===== src/rtl/sysclk_pkg.sv =====
// Package: shared constants and helpers for the clock control register.
// Assumes an 8-bit control word with fixed field positions that the
// divider and the oscillator outputs decode.
package sysclk_pkg;
    parameter int unsigned CTRL_W = 8;
    parameter int unsigned DIV_W  = 4;
    parameter int unsigned CODE_W = 2;

    localparam int unsigned STOP_BIT = 0;
    localparam int unsigned SRC_BIT  = 1;
    localparam int unsigned RSV_BIT  = 2;
    localparam int unsigned FBR_BIT  = 3;
    localparam int unsigned LSO_BIT  = 4;
    localparam int unsigned DRV_BIT  = 5;
    localparam int unsigned DIV_LO   = 6;

    // Terminal count (ratio minus one) for each divider code.
    function automatic logic [DIV_W-1:0] div_last(input logic [CODE_W-1:0] code);
        logic [DIV_W-1:0] r;
        case (code)
            2'b00:   r = DIV_W'(0);
            2'b01:   r = DIV_W'(1);
            2'b10:   r = DIV_W'(3);
            default: r = DIV_W'(15);
        endcase
        return r;
    endfunction
endpackage


===== src/rtl/sysclk_wr_gate.sv =====
// Module: per-bit write acceptance mask.
// Decides which bits of an incoming write may change the stored word.
// Assumes the lock inputs are already synchronous to clk.
module sysclk_wr_gate
    import sysclk_pkg::*;
(
    input  logic              wr_en,
    input  logic              wr_unlock,
    input  logic              chg_lock,
    input  logic              wdt_guard,
    input  logic              osd_en,
    input  logic              cur_src,
    input  logic [1:0]        new_low,
    output logic [CTRL_W-1:0] bit_we
);
    logic base_ok;
    logic stop_forbid;

    // Purpose: build the enable for every bit from the lock conditions.
    always_comb begin
        base_ok     = wr_en && wr_unlock;
        stop_forbid = new_low[0] && (cur_src || new_low[1] || osd_en);
        bit_we      = '0;
        for (int b = 0; b < int'(CTRL_W); b++) begin
            bit_we[b] = base_ok;
        end
        bit_we[RSV_BIT]  = 1'b0;
        bit_we[SRC_BIT]  = base_ok && !chg_lock;
        bit_we[STOP_BIT] = base_ok && !chg_lock && !wdt_guard && !stop_forbid;
    end
endmodule


===== src/rtl/sysclk_store.sv =====
// Module: storage for the control word plus the stop request pulse.
// Each bit loads only when its enable is set; the reserved bit is a
// constant zero. Assumes synchronous active-low reset.
module sysclk_store
    import sysclk_pkg::*;
#(
    parameter logic [CTRL_W-1:0] RST_VAL = 8'h20
) (
    input  logic              clk,
    input  logic              rst_n,
    input  logic [CTRL_W-1:0] bit_we,
    input  logic [CTRL_W-1:0] wr_data,
    output logic [CTRL_W-1:0] word,
    output logic              stop_pulse
);
    genvar gi;
    generate
        for (gi = 0; gi < int'(CTRL_W); gi++) begin : g_bit
            if (gi == int'(RSV_BIT)) begin : g_rsv
                assign word[gi] = 1'b0;
            end else begin : g_ff
                logic q;
                // Purpose: hold one control bit, load it when enabled.
                always_ff @(posedge clk) begin
                    if (!rst_n)          q <= RST_VAL[gi];
                    else if (bit_we[gi]) q <= wr_data[gi];
                end
                assign word[gi] = q;
            end
        end
    endgenerate

    // Purpose: one-cycle stop request for each accepted write of bit 0 = 1.
    always_ff @(posedge clk) begin
        if (!rst_n) stop_pulse <= 1'b0;
        else        stop_pulse <= bit_we[STOP_BIT] && wr_data[STOP_BIT];
    end
endmodule


===== src/rtl/sysclk_div.sv =====
// Module: main-clock divider producing a one-cycle enable every N cycles.
// The code is sampled only at terminal count so periods never shorten.
module sysclk_div
    import sysclk_pkg::*;
(
    input  logic              clk,
    input  logic              rst_n,
    input  logic [CODE_W-1:0] code,
    output logic              tick
);
    logic [DIV_W-1:0]  cnt;
    logic [CODE_W-1:0] act_code;

    // Purpose: terminal-count detect for the ratio in force.
    always_comb tick = (cnt == div_last(act_code));

    // Purpose: advance the count, wrap and adopt a new code at terminal count.
    always_ff @(posedge clk) begin
        if (!rst_n) begin
            cnt      <= '0;
            act_code <= '0;
        end else if (tick) begin
            cnt      <= '0;
            act_code <= code;
        end else begin
            cnt <= cnt + DIV_W'(1);
        end
    end
endmodule


===== src/rtl/sysclk_ctl.sv =====
// Module: write-protected system clock control register (top).
// Combines the write gate, the storage and the divider, and decodes the
// stored word into clock controls. Assumes all inputs are synchronous.
module sysclk_ctl
    import sysclk_pkg::*;
#(
    parameter logic [7:0] RST_VAL = 8'h20
) (
    input  logic       clk,
    input  logic       rst_n,
    input  logic       wr_en,
    input  logic [7:0] wr_data,
    input  logic       wr_unlock,
    input  logic       chg_lock,
    input  logic       wdt_guard,
    input  logic       osd_en,
    input  logic       src_override,
    output logic [7:0] rd_data,
    output logic       stop_pulse,
    output logic       pll_sel,
    output logic       fb_res_off,
    output logic       lsosc_off,
    output logic       drive_high,
    output logic       div_tick
);
    logic [CTRL_W-1:0] bit_we;
    logic [CTRL_W-1:0] word;

    sysclk_wr_gate u_gate (
        .wr_en     (wr_en),
        .wr_unlock (wr_unlock),
        .chg_lock  (chg_lock),
        .wdt_guard (wdt_guard),
        .osd_en    (osd_en),
        .cur_src   (word[SRC_BIT]),
        .new_low   (wr_data[1:0]),
        .bit_we    (bit_we)
    );

    sysclk_store #(.RST_VAL(RST_VAL)) u_store (
        .clk        (clk),
        .rst_n      (rst_n),
        .bit_we     (bit_we),
        .wr_data    (wr_data),
        .word       (word),
        .stop_pulse (stop_pulse)
    );

    sysclk_div u_div (
        .clk   (clk),
        .rst_n (rst_n),
        .code  (word[DIV_LO +: CODE_W]),
        .tick  (div_tick)
    );

    // Purpose: decode the stored word into clock control outputs.
    always_comb begin
        rd_data    = word;
        pll_sel    = word[SRC_BIT] && !src_override;
        fb_res_off = word[FBR_BIT];
        lsosc_off  = word[LSO_BIT];
        drive_high = word[DRV_BIT];
    end
endmodule


===== config.mk =====
export PLATFORM = sky130hd
export DESIGN_NAME = sysclk_ctl
export DESIGN_NICKNAME = d
export VERILOG_FILES = /design/src/rtl/sysclk_pkg.sv /design/src/rtl/sysclk_wr_gate.sv /design/src/rtl/sysclk_store.sv /design/src/rtl/sysclk_div.sv /design/src/rtl/sysclk_ctl.sv
export SDC_FILE = /design/constraint.sdc
export NUM_CORES = 1
export LEC_CHECK = 0
export BUFFER_PORTS_ARGS = -buffer_cell sky130_fd_sc_hd__clkbuf_2
export CAP_MARGIN = 15
export CORE_MARGIN = 3
export CORE_UTILIZATION = 44
export DETAILED_ROUTE_END_ITERATION = 7
export PLACE_DENSITY_LB_ADDON = 0.15
export SLEW_MARGIN = 40
export SYNTH_ARGS = -nofsm -noshare
export SYNTH_HDL_FRONTEND = slang
export SYNTH_SLANG_ARGS = --single-unit

===== constraint.sdc =====
create_clock -name clk -period 1.8 [get_ports clk]
set_input_delay 0.27 -clock clk [delete_from_list [all_inputs] [get_ports clk]]
set_output_delay 0.27 -clock clk [all_outputs]
set_load 0.05 [all_outputs]

==> flow_summary.yaml, run 1 <==
power:
  peakVddDrop_mv: 0.526
  p_leak_nw: 0.413
  powerDensity_nw_per_um2: 830
  finalPower_w: 0.000718
clock_tree:
  cts_hold_buf: 0
  tritoncts: "done"
  worstSkewPairLatency_ns: 0.28
  clock_sinks: 14
  cts-buffers-inserted: 3
  root_buffer: "clkbuf_4"
  clk_pin_slew_ns: 0.08
  cts.htree.levels: 1
  clock_path_buffers: 2
drt:
  drtAntennaViolNets: 0
  viasPerCell: 5.13
  drc_errors: 0
  top_layer: "met4"
  routed-wl-met2_um: 599
  drtPass1Iterations: 2
  drt_iter0_markers: 4
  wl_per_cell_um: 11.6
  finalWirelength_um: 1340
  routed-wl-met3_um: 148
  met1Wirelength_um: 575
  num_vias: 590
grt:
  grt_max_degree: 17
  first_global_vias: 522
  antenna_found_initial: 0
  grt_pass1_wl_um: 2120
  gr-total-overflow: 0
  groute.usage.overall: 0.146
setup_path:
  reg2reg_slack_ns: 0.32
  critPathKind: "reg2out"
  ff2ff_path_depth: 5
  worstPathArrival_ns: 1.53
  path_cells: "or4_4 -> nand2_2 -> a31oi_4 -> inv_2 -> buf_8"
  crit_start: "u_div.cnt[3]"
  rr_endpoint: "u_div.cnt[1]"
  critPathSlowestCell: "or4_4"
  crit_cells: 5
  start_kind: "register"
  critPathCaptureType: "primary output"
  critPathMaxFanout: 3
  slowest_delay_ns: 0.52
  crit_family: "simple AND/OR/NAND/NOR gates"
  reg2reg_from: "u_div.cnt[3]"
  required_ns: 1.53
  path_buf_inv: 2
placement:
  dp_hpwl_um: 983
  io_buffers: 27
  gp_congestion: 0.716
  dp_slack_ns: 0.151
yosys:
  ys_seq_area_frac: 0.419
  synthCells: 72
  ys_types: 26
  synth_seq_cells: 14
  yosysWarnings: 0
  syn_area_per_cell_um2: 9.30
  syn_nets: 89
  syn_area_um2: 669
outcome:
  violations: "setup timing"
  status: "finished, violations left"
final_layout:
  nFillCells: 131
  fin_nets: 118
  syn2layout_area_growth_pct: 29.2
  multi_input_area_um2: 332
  antenna_cells: 0
  mostFrequentLayoutCells: "clkbuf_2 (26), dfxtp_1 (11), nand2_1 (10), nand3_1 (8), buf_4 (6)"
  regArea_um2: 284
  mostFrequentLayoutCell: "clkbuf_2"
  fin_util: 0.633
  drive_above_1_share: 0.490
flow_run:
  maxCapViolations: 0
min_path:
  worstHoldPathCells: 3
  min_from: "wr_data[5]"
  hold_path.class: "in2reg"
  min_to: "u_store.g_bit[5].g_ff.q"
timing:
  setup_ws_ns: -0.0000120
  hold_viol: 0
  setup_viol: 1
  rsz0062_at_grt: "true"
  fmax_mhz: 556
  period_share: 1.00
  final.min_clock_period_ns: 1.80
  finClkSkew_ns: 0.00136
  maxSlewViolCount: 0
floorplan:
  initial_core_util: 0.490
  ios: 30
  die-area_um2: 2030
  core_um2: 1370
  rows: 13
  die_w_um: 45.0
  die_h_um: 45.0
-- layout make-up --
class | count | share of cell area
Sequential cell | 14 | 0.329
Clock buffer | 4 | 0.0420
Timing Repair Buffer | 33 | 0.220
Multi-Input combinational cell | 48 | 0.384
Inverter | 1 | 0.00434
Tap cell | 15 | 0.0217
-- logic make-up (layout without fill, tap and decap cells) --
group                      after synthesis  count (layout)  share of synthesized area
other                                    1               1                    0.00560
AOI/OAI and AO/OA                        9               9                      0.136
DFF                                     14              14                      0.419
xor gates and xnor gates                 2               2                     0.0262
buffers and inverters                   10              38                      0.101
adders and majority gates                1               1                     0.0187
and+or+nand+nor                         33              33                      0.264
muxes                                    2               2                     0.0299
-- worst max-delay path by stage --
stage,end,slack [ns]
2_1_floorplan,div_tick,0.14
3_3_place_gp,div_tick,0.16
3_5_place_dp,div_tick,0.15
4_1_cts,div_tick,-0.06
5_1_grt,div_tick,-0.05
6_report,div_tick,-0.00001
-- tightest hold or removal path: stages --
cell,delay [ns]
clkbuf_2,0.08
nand3_1,0.05
nand3_1,0.07
-- metal layers --
metal	GRT usage	up-vias
met5	0	-
li1	-	299
met3	0.0797	2
met4	0.0526	0
met2	0.232	26
met1	0.165	263
-- synthesized netlist by cell type --
cell	number	area, um2
dfxtp_1	14	280
nand2_1	11	41.3
buf_4	8	60.1
nand3_1	8	40.0
a21boi_0	5	37.5
and3_1	4	25.0
mux2i_1	2	20.0
or3_1	2	12.5
a21oi_4	1	16.3
a31oi_4	1	21.3
clkbuf_1	1	3.75
conb_1	1	3.75
ha_1	1	12.5
inv_1	1	3.75
nand2_2	1	6.26
nand4_1	1	6.26
nor2_1	1	3.75
nor2b_1	1	6.26
nor3b_1	1	7.51
nor4_2	1	12.5
o21ai_0	1	5.00
o221a_2	1	11.3
or3_2	1	7.51
or4_1	1	7.51
xnor2_1	1	8.76
xor2_1	1	8.76
-- stage by stage --
stage | hold slack (ns) | cell area [um2] | setup TNS [ns] | cells
6_report | 0.224 | 865 | -0.0000120 | 115
4_1_cts | 0.210 | 863 | -0.0555 | 115
3_5_place_dp | 0.470 | 774 | 0 | 107
5_1_grt | 0.224 | 865 | -0.0469 | 115
3_3_place_gp | 0.459 | 774 | 0 | 107
2_1_floorplan | 0.415 | 669 | 0 | 72
-- report_power, final --
group / leakage, nW / internal (W) / switching (W)
logic: 0.276 / 0.0000640 / 0.000102
clock network: 0.0210 / 0.000123 / 0.000101
registers: 0.115 / 0.000320 / 0.00000787
-- flip-flops by register name (all words and copies together), names as in the netlist --
register,cells
u_div.act_code,2
u_store.stop_pulse,1
u_div.cnt,4
u_store.g_bit.g_ff.q,7
-- timing repair --
item,CTS,global route
resized for setup,8,2
buffers inserted,4,0
endpoints found under the setup margin,1,1
pin swaps,4,1
(Power assumes the default switching activity.)
==> run 2, diff against run 1 <==
--- a/config.mk
+++ b/config.mk
@@ -10,7 +10,7 @@
 export CORE_MARGIN = 3
 export CORE_UTILIZATION = 44
 export DETAILED_ROUTE_END_ITERATION = 7
-export PLACE_DENSITY_LB_ADDON = 0.15
+export PLACE_DENSITY = 0.8
 export SLEW_MARGIN = 40
 export SYNTH_ARGS = -nofsm -noshare
 export SYNTH_HDL_FRONTEND = slang
==> run 2 against run 1 <==
Compared with the run above: the flow now finishes without violations; sequential power hardly changed; global-route usage up 0.42 points; non-clock buffer count is the same; fmax grew 1.0%; critical endpoint unchanged; largest cell class unchanged; largest power group unchanged; highest routed layer unchanged.
==> flow_summary.yaml, run 2 (synthesized netlist as in run 1, its figures left out) <==
outcome:
  status: "complete, no violations"
clock_tree:
  clk_pin_slew_ns: 0.07
  tritoncts: "done"
  worstSkewPairLatency_ns: 0.27
  cts.htree.levels: 1
  clock_sinks: 14
  cts-buffers-inserted: 3
  clock_path_buffers: 2
  root_buffer: "clkbuf_4"
setup_path:
  reg2reg_slack_ns: 0.33
  required_ns: 1.53
  reg2reg_from: "u_div.cnt[2]"
  critPathKind: "reg2out"
  start_kind: "register"
  critPathMaxFanout: 2
  critPathCaptureType: "primary output"
  ff2ff_path_depth: 5
  worstPathArrival_ns: 1.51
  rr_endpoint: "u_div.cnt[3]"
final_layout:
  reg.largest.list: "u_store.g_bit.g_ff.q x7, u_div.cnt x4, u_div.act_code x2"
  antenna_cells: 0
  fin_util: 0.627
  multi_input_area_um2: 337
  nFillCells: 132
  mostFrequentLayoutCell: "clkbuf_2"
  mostFrequentLayoutCells: "clkbuf_2 (26), nand2_1 (10), dfxtp_1 (10), nand3_1 (8), buf_4 (6)"
  max_flop_register: "u_store.g_bit.g_ff.q"
  largest_reg_flops: 7
  drive_above_1_share: 0.495
  regArea_um2: 285
  syn2layout_area_growth_pct: 28.0
  fin_nets: 118
  fin_area_um2: 857
grt:
  grt_pass1_wl_um: 2250
  grt_max_degree: 17
  antenna_found_initial: 0
  groute.usage.overall: 0.151
  first_global_vias: 530
  gr-total-overflow: 0
timing:
  fmax_mhz: 561
  finClkSkew_ns: 0.00399
  final.min_clock_period_ns: 1.78
  rsz0062_at_grt: "true"
  hold_viol: 0
  setup_viol: 0
  maxSlewViolCount: 0
  period_share: 0.990
floorplan:
  initial_core_util: 0.490
  core_um2: 1370
  die-area_um2: 2030
  rows: 13
  die_w_um: 45.0
  ios: 30
  die_h_um: 45.0
power:
  finalPower_w: 0.000659
  p_leak_nw: 0.407
  powerDensity_nw_per_um2: 769
  peakVddDrop_mv: 0.433
placement:
  place_area_um2: 774
  dp_hpwl_um: 1010
  gp_congestion: 0.823
  io_buffers: 27
drt:
  drc_errors: 0
  viasPerCell: 5.20
  drtAntennaViolNets: 0
  drtPass1Iterations: 4
  num_vias: 593
  drt_iter0_markers: 6
  wl_per_cell_um: 11.9
  finalWirelength_um: 1350
min_path:
  min_from: "wr_data[6]"
  hold_path.class: "in2reg"
  worstHoldPathCells: 3
  min_to: "u_store.g_bit[6].g_ff.q"
flow_run:
  maxCapViolations: 0
## run 2: cell types whose count changed in the layout (fill, tap and decap cells not counted)
cell,change
nand2_4,+1
clkbuf_8,-1
nand2_2,-1
dfxtp_2,+1
dfxtp_1,-1
## run 2: power by group
part           total [W]  internal, W  switching (W)
combinational   0.000165    0.0000632       0.000102
clock           0.000165    0.0000773      0.0000878
sequential      0.000328     0.000320     0.00000828
total           0.000659     0.000461       0.000198
## run 2: stage by stage
stage	setup slack, ns	hold slack, ns	cells	TNS [ns]
after global routing	-0.0479	0.237	114	-0.0479
after CTS	-0.0334	0.232	114	-0.0334
final	0.0182	0.240	114	0
after global placement	0.168	0.462	107	0
after detailed placement	0.147	0.469	107	0
after floorplan	0.135	0.415	72	0
## run 2: critical path, cell delays in order (launching register included)
cell and delay [ns]:
dfxtp_2 0.32, or4_4 0.54, nand2_4 0.08, a31oi_4 0.09
inv_2 0.08, buf_8 0.14
## run 2: area by class of cell
cell class | count | area share
Multi-Input combinational cell | 48 | 0.393
Timing Repair Buffer | 33 | 0.222
Sequential cell | 14 | 0.333
Tap cell | 15 | 0.0219
Inverter | 1 | 0.00438
Clock buffer | 3 | 0.0263
## run 2: repair_timing
action,in CTS,in global routing
pin swaps,4,1
hold endpoints to repair,0,0
endpoints found under the setup margin,1,1
buffers inserted,4,0
gates resized for setup,10,2
hold buffers,0,0
## run 2: how the worst max path moves through the flow
| stage | from | endpoint | slack (ns) |
|---|---|---|---|
| detailed placement | u_div.act_code[1] | div_tick | 0.15 |
| global route | u_div.cnt[2] | div_tick | -0.05 |
| floorplan | u_div.cnt[0] | div_tick | 0.14 |
| global placement | u_div.act_code[1] | div_tick | 0.17 |
| finish | u_div.cnt[2] | div_tick | 0.02 |
| CTS | u_div.cnt[2] | div_tick | -0.03 |
## run 2: routing by layer
metal / global-route usage / wire, um / up-vias / share of wire
li1: - / - / 304 / -
met1: 0.183 / 572 / 269 / 0.42
met2: 0.251 / 654 / 18 / 0.48
met3: 0.0319 / 108 / 2 / 0.080
met4: 0.0702 / 16 / 0 / 0.012
met5: 0 / 0 / - / 0
